===== src/rtl/irq_cascade_pkg.sv =====
package irq_cascade_pkg;
  localparam int CRIT_N = 4;
  localparam int MAIN_N = 17;
  localparam int PERI_N = 32;
  localparam int CRIT_W = $clog2(CRIT_N);
  localparam int MAIN_W = $clog2(MAIN_N);
  localparam int PERI_W = $clog2(PERI_N);

  localparam int CRIT_VLD = 10;
  localparam int CRIT_LSB = 8;
  localparam int MAIN_VLD = 21;
  localparam int MAIN_LSB = 16;
  localparam int PERI_VLD = 29;
  localparam int PERI_LSB = 24;

  localparam int CRIT_CASC = 2;
  localparam int MAIN_CASC = 4;

  localparam logic [31:0] MAIN_MASK_RST = 32'h0001_0FFF;
  localparam logic [31:0] PERI_MASK_RST = 32'h7FFF_FC00;
  localparam logic [31:0] FIELD_BITS    = 32'h3F3F_0700;

  typedef enum logic [1:0] {
    RA_STAT  = 2'd0,
    RA_MMASK = 2'd1,
    RA_PMASK = 2'd2,
    RA_RSVD  = 2'd3
  } reg_addr_e;
endpackage


===== src/rtl/irq_first_set.sv =====
module irq_first_set #(
  parameter int N = 8,
  localparam int W = (N > 1) ? $clog2(N) : 1
) (
  input  logic [N-1:0] req_i,
  output logic         vld_o,
  output logic [W-1:0] idx_o
);
  always_comb begin
    idx_o = '0;
    for (int i = N - 1; i >= 0; i--) begin
      if (req_i[i]) idx_o = W'(i);
    end
    vld_o = |req_i;
  end
endmodule


===== src/rtl/irq_mask_regs.sv =====
module irq_mask_regs
  import irq_cascade_pkg::*;
(
  input  logic              clk_i,
  input  logic              rst_ni,
  input  logic              we_i,
  input  logic [1:0]        addr_i,
  input  logic [31:0]       wdata_i,
  output logic [MAIN_N-1:0] main_en_o,
  output logic [PERI_N-1:0] peri_en_o,
  output logic              ack_o
);
  logic [MAIN_N-1:0] main_mask_q;
  logic [PERI_N-1:0] peri_mask_q;
  reg_addr_e         addr;

  assign addr = reg_addr_e'(addr_i);

  always_ff @(posedge clk_i or negedge rst_ni) begin
    if (!rst_ni) begin
      main_mask_q <= MAIN_MASK_RST[MAIN_N-1:0];
      peri_mask_q <= PERI_MASK_RST[PERI_N-1:0];
    end else if (we_i) begin
      if (addr == RA_MMASK) main_mask_q <= wdata_i[MAIN_N-1:0];
      if (addr == RA_PMASK) peri_mask_q <= wdata_i[PERI_N-1:0];
    end
  end

  // mask bits are stored msb-first per source; set bit disables
  always_comb begin
    for (int n = 0; n < MAIN_N; n++) main_en_o[n] = ~main_mask_q[MAIN_N-1-n];
    for (int n = 0; n < PERI_N; n++) peri_en_o[n] = ~peri_mask_q[PERI_N-1-n];
  end

  assign ack_o = we_i && (addr == RA_STAT) && wdata_i[CRIT_VLD];
endmodule


===== src/rtl/irq_crit_hold.sv =====
module irq_crit_hold
  import irq_cascade_pkg::*;
(
  input  logic              clk_i,
  input  logic              rst_ni,
  input  logic [2:0]        req_i,
  input  logic              ack_i,
  input  logic              ack_vld_i,
  input  logic [CRIT_W-1:0] ack_code_i,
  output logic [2:0]        pend_o
);
  function automatic logic [CRIT_W-1:0] src_of(input int k);
    return (k == 2) ? CRIT_W'(3) : CRIT_W'(k);
  endfunction

  logic [2:0] pend_q;

  always_ff @(posedge clk_i or negedge rst_ni) begin
    if (!rst_ni) begin
      pend_q <= '0;
    end else begin
      for (int k = 0; k < 3; k++) begin
        if (req_i[k]) pend_q[k] <= 1'b1;
        else if (ack_i && ack_vld_i && ack_code_i == src_of(k)) pend_q[k] <= 1'b0;
      end
    end
  end

  assign pend_o = pend_q;
endmodule


===== src/rtl/irq_cascade_enc.sv =====
module irq_cascade_enc
  import irq_cascade_pkg::*;
#(
  parameter logic [PERI_N-1:0] HP_SET = 32'h0000_00F0
) (
  input  logic          clk_i,
  input  logic          rst_ni,
  input  logic [2:0]    crit_req_i,
  input  logic [15:0]   main_pend_i,
  input  logic [30:0]   peri_pend_i,
  input  logic          dma_pend_i,
  input  logic          reg_we_i,
  input  logic [1:0]    reg_addr_i,
  input  logic [31:0]   reg_wdata_i,
  output logic [31:0]   status_o,
  output logic          irq_o
);
  logic [MAIN_N-1:0] main_en, main_src, main_act;
  logic [PERI_N-1:0] peri_en, peri_src, peri_act, hp_act;
  logic [CRIT_N-1:0] crit_vec;
  logic [2:0]        crit_pend;
  logic              ack;
  logic              hp_any, lp_any;
  logic              crit_v, main_v, peri_v, hp_v, all_v;
  logic [CRIT_W-1:0] crit_code;
  logic [MAIN_W-1:0] main_code;
  logic [PERI_W-1:0] hp_code, all_code, peri_code;
  logic [31:0]       status_d, status_q;
  logic              irq_q;

  irq_mask_regs u_regs (
    .clk_i, .rst_ni,
    .we_i(reg_we_i), .addr_i(reg_addr_i), .wdata_i(reg_wdata_i),
    .main_en_o(main_en), .peri_en_o(peri_en), .ack_o(ack)
  );

  irq_crit_hold u_crit (
    .clk_i, .rst_ni,
    .req_i(crit_req_i), .ack_i(ack),
    .ack_vld_i(status_q[CRIT_VLD]),
    .ack_code_i(status_q[CRIT_LSB +: CRIT_W]),
    .pend_o(crit_pend)
  );

  // peripheral tier
  assign peri_src = {peri_pend_i, dma_pend_i};
  assign peri_act = peri_src & peri_en;
  assign hp_act   = peri_act & HP_SET;
  assign hp_any   = |hp_act;
  assign lp_any   = |(peri_act & ~HP_SET);

  irq_first_set #(.N(PERI_N)) u_hp  (.req_i(hp_act),   .vld_o(hp_v),  .idx_o(hp_code));
  irq_first_set #(.N(PERI_N)) u_all (.req_i(peri_act), .vld_o(all_v), .idx_o(all_code));

  assign peri_v    = all_v;
  assign peri_code = hp_v ? hp_code : all_code;

  // main tier with low-priority cascade slot
  assign main_src = {main_pend_i[15:MAIN_CASC], lp_any, main_pend_i[MAIN_CASC-1:0]};
  assign main_act = main_src & main_en;

  irq_first_set #(.N(MAIN_N)) u_main (.req_i(main_act), .vld_o(main_v), .idx_o(main_code));

  // critical tier with high-priority cascade slot
  assign crit_vec = {crit_pend[2], hp_any, crit_pend[1:0]};

  irq_first_set #(.N(CRIT_N)) u_crit_enc (.req_i(crit_vec), .vld_o(crit_v), .idx_o(crit_code));

  always_comb begin
    status_d = '0;
    status_d[CRIT_VLD]               = crit_v;
    status_d[CRIT_LSB +: CRIT_W]     = crit_code;
    status_d[MAIN_VLD]               = main_v;
    status_d[MAIN_LSB +: MAIN_W]     = main_code;
    status_d[PERI_VLD]               = peri_v;
    status_d[PERI_LSB +: PERI_W]     = peri_code;
  end

  always_ff @(posedge clk_i or negedge rst_ni) begin
    if (!rst_ni) begin
      status_q <= '0;
      irq_q    <= 1'b0;
    end else begin
      status_q <= status_d;
      irq_q    <= |crit_vec | |main_act | |peri_act;
    end
  end

  assign status_o = status_q;
  assign irq_o    = irq_q;
endmodule


===== config.mk =====
export PLATFORM = sky130hd
export DESIGN_NAME = irq_cascade_enc
export DESIGN_NICKNAME = d
export VERILOG_FILES = /design/src/rtl/irq_cascade_pkg.sv /design/src/rtl/irq_first_set.sv /design/src/rtl/irq_mask_regs.sv /design/src/rtl/irq_crit_hold.sv /design/src/rtl/irq_cascade_enc.sv
export SDC_FILE = /design/constraint.sdc
export NUM_CORES = 1
export LEC_CHECK = 0
export ABC_AREA = 1
export BUFFER_PORTS_ARGS = -buffer_cell sky130_fd_sc_hd__buf_2
export CORE_MARGIN = 4
export CORE_UTILIZATION = 56
export CTS_BUF_LIST = sky130_fd_sc_hd__clkbuf_8
export CTS_CLUSTER_SIZE = 20
export DETAILED_ROUTE_END_ITERATION = 10
export PLACE_DENSITY = 0.95
export SYNTH_ARGS = -nofsm -noshare
export SYNTH_HDL_FRONTEND = slang
export SYNTH_SLANG_ARGS = --single-unit

===== constraint.sdc =====
create_clock -name clk_i -period 4.6 [get_ports clk_i]
set_clock_uncertainty 0.15 [all_clocks]
set_input_delay 1.15 -clock clk_i [delete_from_list [all_inputs] [get_ports clk_i]]
set_output_delay 1.15 -clock clk_i [all_outputs]
set_load 0.1 [all_outputs]

==> flow_metrics.env, run 1 <==
export IMPL_status="finished clean"
export IMPL_cp_start_kind="input pin"
export IMPL_slowest_delay_ns=0.32
export IMPL_yosysWarnings=0
export IMPL_fill_cells=499
export IMPL_vias_per_cell=4.89
export IMPL_fp_dieW_um=87.6
export IMPL_drt_wl_total_um=8300
export IMPL_dp_hpwl_um=6660
export IMPL_seqCellArea_mm2=0.00174
export IMPL_hold_path_depth=2
export IMPL_routedWlPerCell_um=12.9
export IMPL_grt_pass1_vias=3153
export IMPL_synthTopCellsByCount="nand2_1, inv_1, nor2_1"
export IMPL_drtIter0Drc=170
export IMPL_numClockSinks=68
export IMPL_drv_slew=0
export IMPL_syn_area_per_cell_um2=7.78
export IMPL_yosys_top_cells_area="dfstp_2, dfrtp_1, nand2_1"
export IMPL_crit_type="in -> reg"
export IMPL_yosysTopAreaCellShare_pct=25.2
export IMPL_multi_input_area_mm2=0.00138
export IMPL_drive_above_1_share_pct=34.5
export IMPL_crit_family="simple AND/OR/NAND/NOR gates"
export IMPL_start_util_pct=58.9
export IMPL_critPathMaxFanout=3
export IMPL_clockBufferDepth=2
export IMPL_synth_most_common_cell="nand2_1"
export IMPL_holdCritPathClass="reg -> reg"
export IMPL_root_buffer="clkbuf_8"
export IMPL_port_buffer_count=103
export IMPL_syn_inst=456
export IMPL_post_place_ws_ns=1.58
export IMPL_crit_chain="buf_2, inv_1, o21ai_1, nor2_1, nand2_1, nor2_2, nand3_1, nand2_1, nand3_2, nor2_2, nand4_1, or3_1"
export IMPL_setup_ws_ns=1.93
export IMPL_fin_util_pct=70.2
export IMPL_postCtsHoldBufs=0
export IMPL_finalCritPeriodShare_pct=58.0
export IMPL_reg2reg_depth=12
export IMPL_vdd_drop_max_mv=0.226
export IMPL_die_h_um=87.6
export IMPL_max_cap_violations=0
export IMPL_placed_cells=625
export IMPL_synth_ff_type="dfstp_2"
export IMPL_timing_hold_ws_ns=0.322
export IMPL_power_leakage_uw=0.00238
export IMPL_slowest_stage="or3_1"
export IMPL_ios=121
export IMPL_drt_pass1_iter_count=5
export IMPL_grt_max_degree=59
export IMPL_critPathArrivalTime_ns=2.72
export IMPL_cts_buffers=9
export IMPL_setup_violations=0
export IMPL_worstPathBufferInverterCount=2
export IMPL_grt_usage_pct=23.1
export IMPL_ctsResizeCount=0
export IMPL_endpoint_kind="register"
export IMPL_required_ns=4.66
export IMPL_post_cts_setup_buffers=0
export IMPL_hold_violations=0
export IMPL_min_period_ns=2.67
export IMPL_clk_latency_ns=0.33
export IMPL_yosysSeqAreaShare_pct=49.1
export IMPL_cts_tree="done"
export IMPL_diodes=0
export IMPL_tns_ns=0
export IMPL_vias=3134
export IMPL_final_nets=649
export IMPL_core_mm2=0.00603
export IMPL_syn_to_final_growth_pct=19.2
export IMPL_synth_seq_cells=68
export IMPL_slew_headroom_pct=32.1
export IMPL_synth_async_reset_ratio_pct=100
export IMPL_p_per_area_mw_per_mm2=394
export IMPL_worst_slew_pin_slew_ns=1.01
export IMPL_rows=28
export IMPL_antenna_left=0
export IMPL_drc=0
export IMPL_gp_congestion=0.902
export IMPL_grt_setup_unrepaired="no"
export IMPL_synth_cell_area_mm2=0.00355
export IMPL_path_depth=12
export IMPL_clock_fmax_ghz=0.375
export IMPL_synth_edff_count=0
export IMPL_antenna_found_initial=0
export IMPL_fin_cells=641
export IMPL_path_clk_slew_ns=0.06
export IMPL_overflow=0
export IMPL_dieArea_mm2=0.00768
export IMPL_synth_top_area_cell="dfstp_2"
export IMPL_synth_distinct_cells=30
export IMPL_h_tree_depth=3
export IMPL_grt_pass1_wl_um=13800
worst paths after layout:
check / startpoint / endpoint / slack (ns)
worst max-delay path: peri_pend_i[30] / irq_o / 1.93
worst min-delay path: u_regs.main_mask_q[7] / u_regs.main_mask_q[7] / 0.32
worst max register to register: u_regs.peri_mask_q[11] / irq_o / 2.35
worst min register to register: u_regs.main_mask_q[7] / u_regs.main_mask_q[7] / 0.32
max in group asynchronous: rst_ni / u_regs.main_mask_q[1] / 2.55
min in group asynchronous: rst_ni / status_o[20] / 0.79
cell type report:
| class | count | share of cell area, % |
|---|---|---|
| Tap cell | 75 | 2.22 |
| Timing Repair Buffer | 105 | 12.5 |
| Clock buffer | 10 | 3.25 |
| Clock inverter | 6 | 0.621 |
| Multi-Input combinational cell | 293 | 32.7 |
| Inverter | 84 | 7.45 |
| Sequential cell | 68 | 41.2 |
cell families after synthesis:
family                 Yosys count  synth area share, %
buffers and inverters          111                 13.6
muxes                            6                 1.90
AOI/OAI and AO/OA               67                 10.0
DFF                             68                 49.1
other                            1                0.106
and+or+nand+nor                203                 25.2
metal layers:
metal	vias to the layer above	track usage (%)	part of all wire, %
met5	-	0	0
met4	0	10.9	2.2
met3	17	3.67	7.9
met2	123	37.6	50
met1	1423	30.3	40
li1	1571	-	-
metrics by stage:
stage	power (uW)	area, um2
2_1_floorplan	1150	3610
3_3_place_gp	1250	4070
3_5_place_dp	1270	4070
4_1_cts	1680	4230
5_1_grt	1780	4230
6_report	1670	4230
cell usage in the layout, fill, tap and decap left out:
master    netlist  final
a211oi_1        1      1
a21o_1          1      1
a21oi_1        15     15
a31o_1          1      1
a31oi_1         5      5
buf_2           0    103
buf_4          18      2
clkbuf_8        0     10
clkinv_2        0      3
conb_1          1     17
dfrtp_1        34     34
dfstp_2        34     34
inv_1          72     75
inv_2          12     12
mux2_1          6      6
nand2_1       114    113
nand2_2        19     20
nand2_4         5      5
nand3_1         7      7
nand3_2         1      1
nand4_1         3      3
nor2_1         42     42
nor2_2          5      5
nor3_1          4      4
nor4_1          1      1
o21ai_0         5      5
o21ai_1        37     37
o21bai_1        1      1
o31ai_1         1      1
or2_1           1      1
or3_1           1      1
tightest hold or removal path, stage by stage, from the launching register on:
cell     delay [ns]
dfstp_2        0.37
nand2_1        0.05
o21ai_1        0.05
report_power, final:
| group | switching [uW] | internal [uW] | total (uW) |
|---|---|---|---|
| sequential | 44.2 | 717 | 762 |
| clock | 207 | 202 | 409 |
| combinational | 361 | 136 | 497 |
registers in the layout, indices dropped and copies added (netlist names):
name / flops
u_regs.main_mask_q: 17
status_o: 15
u_regs.peri_mask_q: 32
u_crit.pend_o: 3
irq_o: 1
Power figures use the tool's default switching activity.
==> run 2, diff against run 1 <==
Settings changed: CORE_UTILIZATION 56 to 52, PLACE_DENSITY 0.95 to 0.89.
Clock period 4.6 ns to 2.6 ns, I/O delays scaled along.
==> run 2 against run 1 <==
- total power is 85% higher
- non-clock buffer count increased by 2
- die area grew 7.0%
==> flow_metrics.env, run 2 (synthesis gave the netlist of run 1 again) <==
export IMPL_path_clk_slew_ns=0.08
export IMPL_crit_type="reg -> reg"
export IMPL_fin_cells=645
export IMPL_vias_per_cell=4.84
export IMPL_reg2reg_depth=12
export IMPL_final_cell_mix="nand2_1, buf_2, inv_1"
export IMPL_cts_tree="done"
export IMPL_largest_register_ffs=32
export IMPL_grt_max_degree=48
export IMPL_grt_pass1_vias=3055
export IMPL_grt_pass1_wl_um=13700
export IMPL_path_depth=12
export IMPL_numClockSinks=68
export IMPL_hold_violations=0
export IMPL_switchingPower_uw=1110
export IMPL_endpoint_kind="register"
export IMPL_slowest_delay_ns=0.53
export IMPL_placed_cells=629
export IMPL_tns_ns=0
export IMPL_clockBufferDepth=2
export IMPL_drc=0
export IMPL_fp_dieW_um=90.6
export IMPL_min_period_ns=2.32
export IMPL_comb_power_share_pct=29.0
export IMPL_p_per_area_mw_per_mm2=717
export IMPL_rows=29
export IMPL_dp_hpwl_um=6630
export IMPL_required_ns=2.66
export IMPL_setup_violations=0
export IMPL_drv_slew=0
export IMPL_grt_setup_unrepaired="no"
export IMPL_drive_above_1_share_pct=34.5
export IMPL_syn_to_final_growth_pct=21.1
export IMPL_critPathMaxFanout=3
export IMPL_root_buffer="clkbuf_8"
export IMPL_sequentialPowerShare_pct=43.6
export IMPL_setup_ws_ns=0.275
export IMPL_fin_util_pct=66.2
export IMPL_post_place_ws_ns=0.0755
export IMPL_routedWlPerCell_um=13.0
export IMPL_slew_headroom_pct=65.0
export IMPL_ios=121
export IMPL_finalCritPeriodShare_pct=89.4
export IMPL_postCtsHoldBufs=0
export IMPL_power_leakage_uw=0.00241
export IMPL_max_cap_violations=0
export IMPL_cts_buffers=9
export IMPL_swShare_pct=36.0
export IMPL_crit_family="simple AND/OR/NAND/NOR gates"
export IMPL_gp_congestion=0.899
export IMPL_final_nets=651
export IMPL_post_cts_setup_buffers=0
export IMPL_die_h_um=90.6
export IMPL_pwr_share_clk_pct=27.3
export IMPL_dieArea_mm2=0.00821
export IMPL_start_util_pct=54.7
export IMPL_finish_instance_area_mm2=0.00430
export IMPL_clock_fmax_ghz=0.430
export IMPL_critPathArrivalTime_ns=2.38
export IMPL_cp_start_kind="register"
export IMPL_drt_wl_total_um=8380
export IMPL_worstPathBufferInverterCount=1
export IMPL_top_register="u_regs.peri_mask_q"
export IMPL_diodes=0
export IMPL_p_int_uw=1970
export IMPL_antenna_left=0
export IMPL_drt_pass1_iter_count=5
export IMPL_h_tree_depth=3
export IMPL_vias=3123
export IMPL_worst_slew_pin_slew_ns=0.520
export IMPL_crit_chain="inv_1, nand2_2, nand2_1, nor2_2, nand2_1, nor2_2, nand3_1, nand2_1, nand3_2, nor2_2, nand4_1, or3_1"
export IMPL_drtIter0Drc=142
export IMPL_core_mm2=0.00649
export IMPL_clk_latency_ns=0.34
export IMPL_slowest_stage="dfstp_2"
export IMPL_ctsResizeCount=0
export IMPL_status="finished clean"
export IMPL_holdCritPathClass="in -> async"
export IMPL_overflow=0
export IMPL_antenna_found_initial=0
export IMPL_post_dp_cell_area_mm2=0.00411
export IMPL_fill_cells=551
export IMPL_grt_usage_pct=20.8
export IMPL_final_common_cell="nand2_1"
export IMPL_port_buffer_count=103
export IMPL_vdd_drop_max_mv=0.374
==> run 2: worst paths after layout <==
check                                  startpoint                endpoint  slack (ns)
max                        u_regs.peri_mask_q[12]                   irq_o        0.28
min                                        rst_ni            status_o[18]        0.13
max reg2reg                u_regs.peri_mask_q[12]                   irq_o        0.28
min reg2reg                      u_crit.pend_o[0]             status_o[8]        0.31
max in group asynchronous                  rst_ni  u_regs.main_mask_q[10]        1.48
min in group clk_i               u_crit.pend_o[0]             status_o[8]        0.31
==> run 2: stage by stage <==
step	hold slack, ns	total power (uW)
after floorplan	0.204	2040
after global placement	0.280	2220
after detailed placement	0.304	2260
after CTS	0.144	3090
after global routing	0.158	3250
final	0.133	3080
==> run 2: area by class of cell <==
cell class / count / area [um2] / area share (%)
clock buffers: 10 / 138 / 3.20
clock inverters: 6 / 50.0 / 1.16
inverters: 84 / 315 / 7.34
multi-input cells: 293 / 1380 / 32.2
flip-flops and latches: 68 / 1740 / 40.6
well taps: 77 / 96.3 / 2.24
repair buffers: 107 / 571 / 13.3
==> run 2: power by group through the flow <==
stage	Sequential (uW)	Combinational [uW]	Clock, uW
global route	1360	987	905
finish	1340	895	842
global placement	1350	873	0
CTS	1340	897	848
floorplan	1510	525	0
detailed placement	1360	894	0
==> run 2: per-layer routing <==
layer	GRT usage [%]	routed length (um)
met1	26.6	3550
met2	34.5	4140
met3	3.42	518
met4	9.31	177
met5	0	0
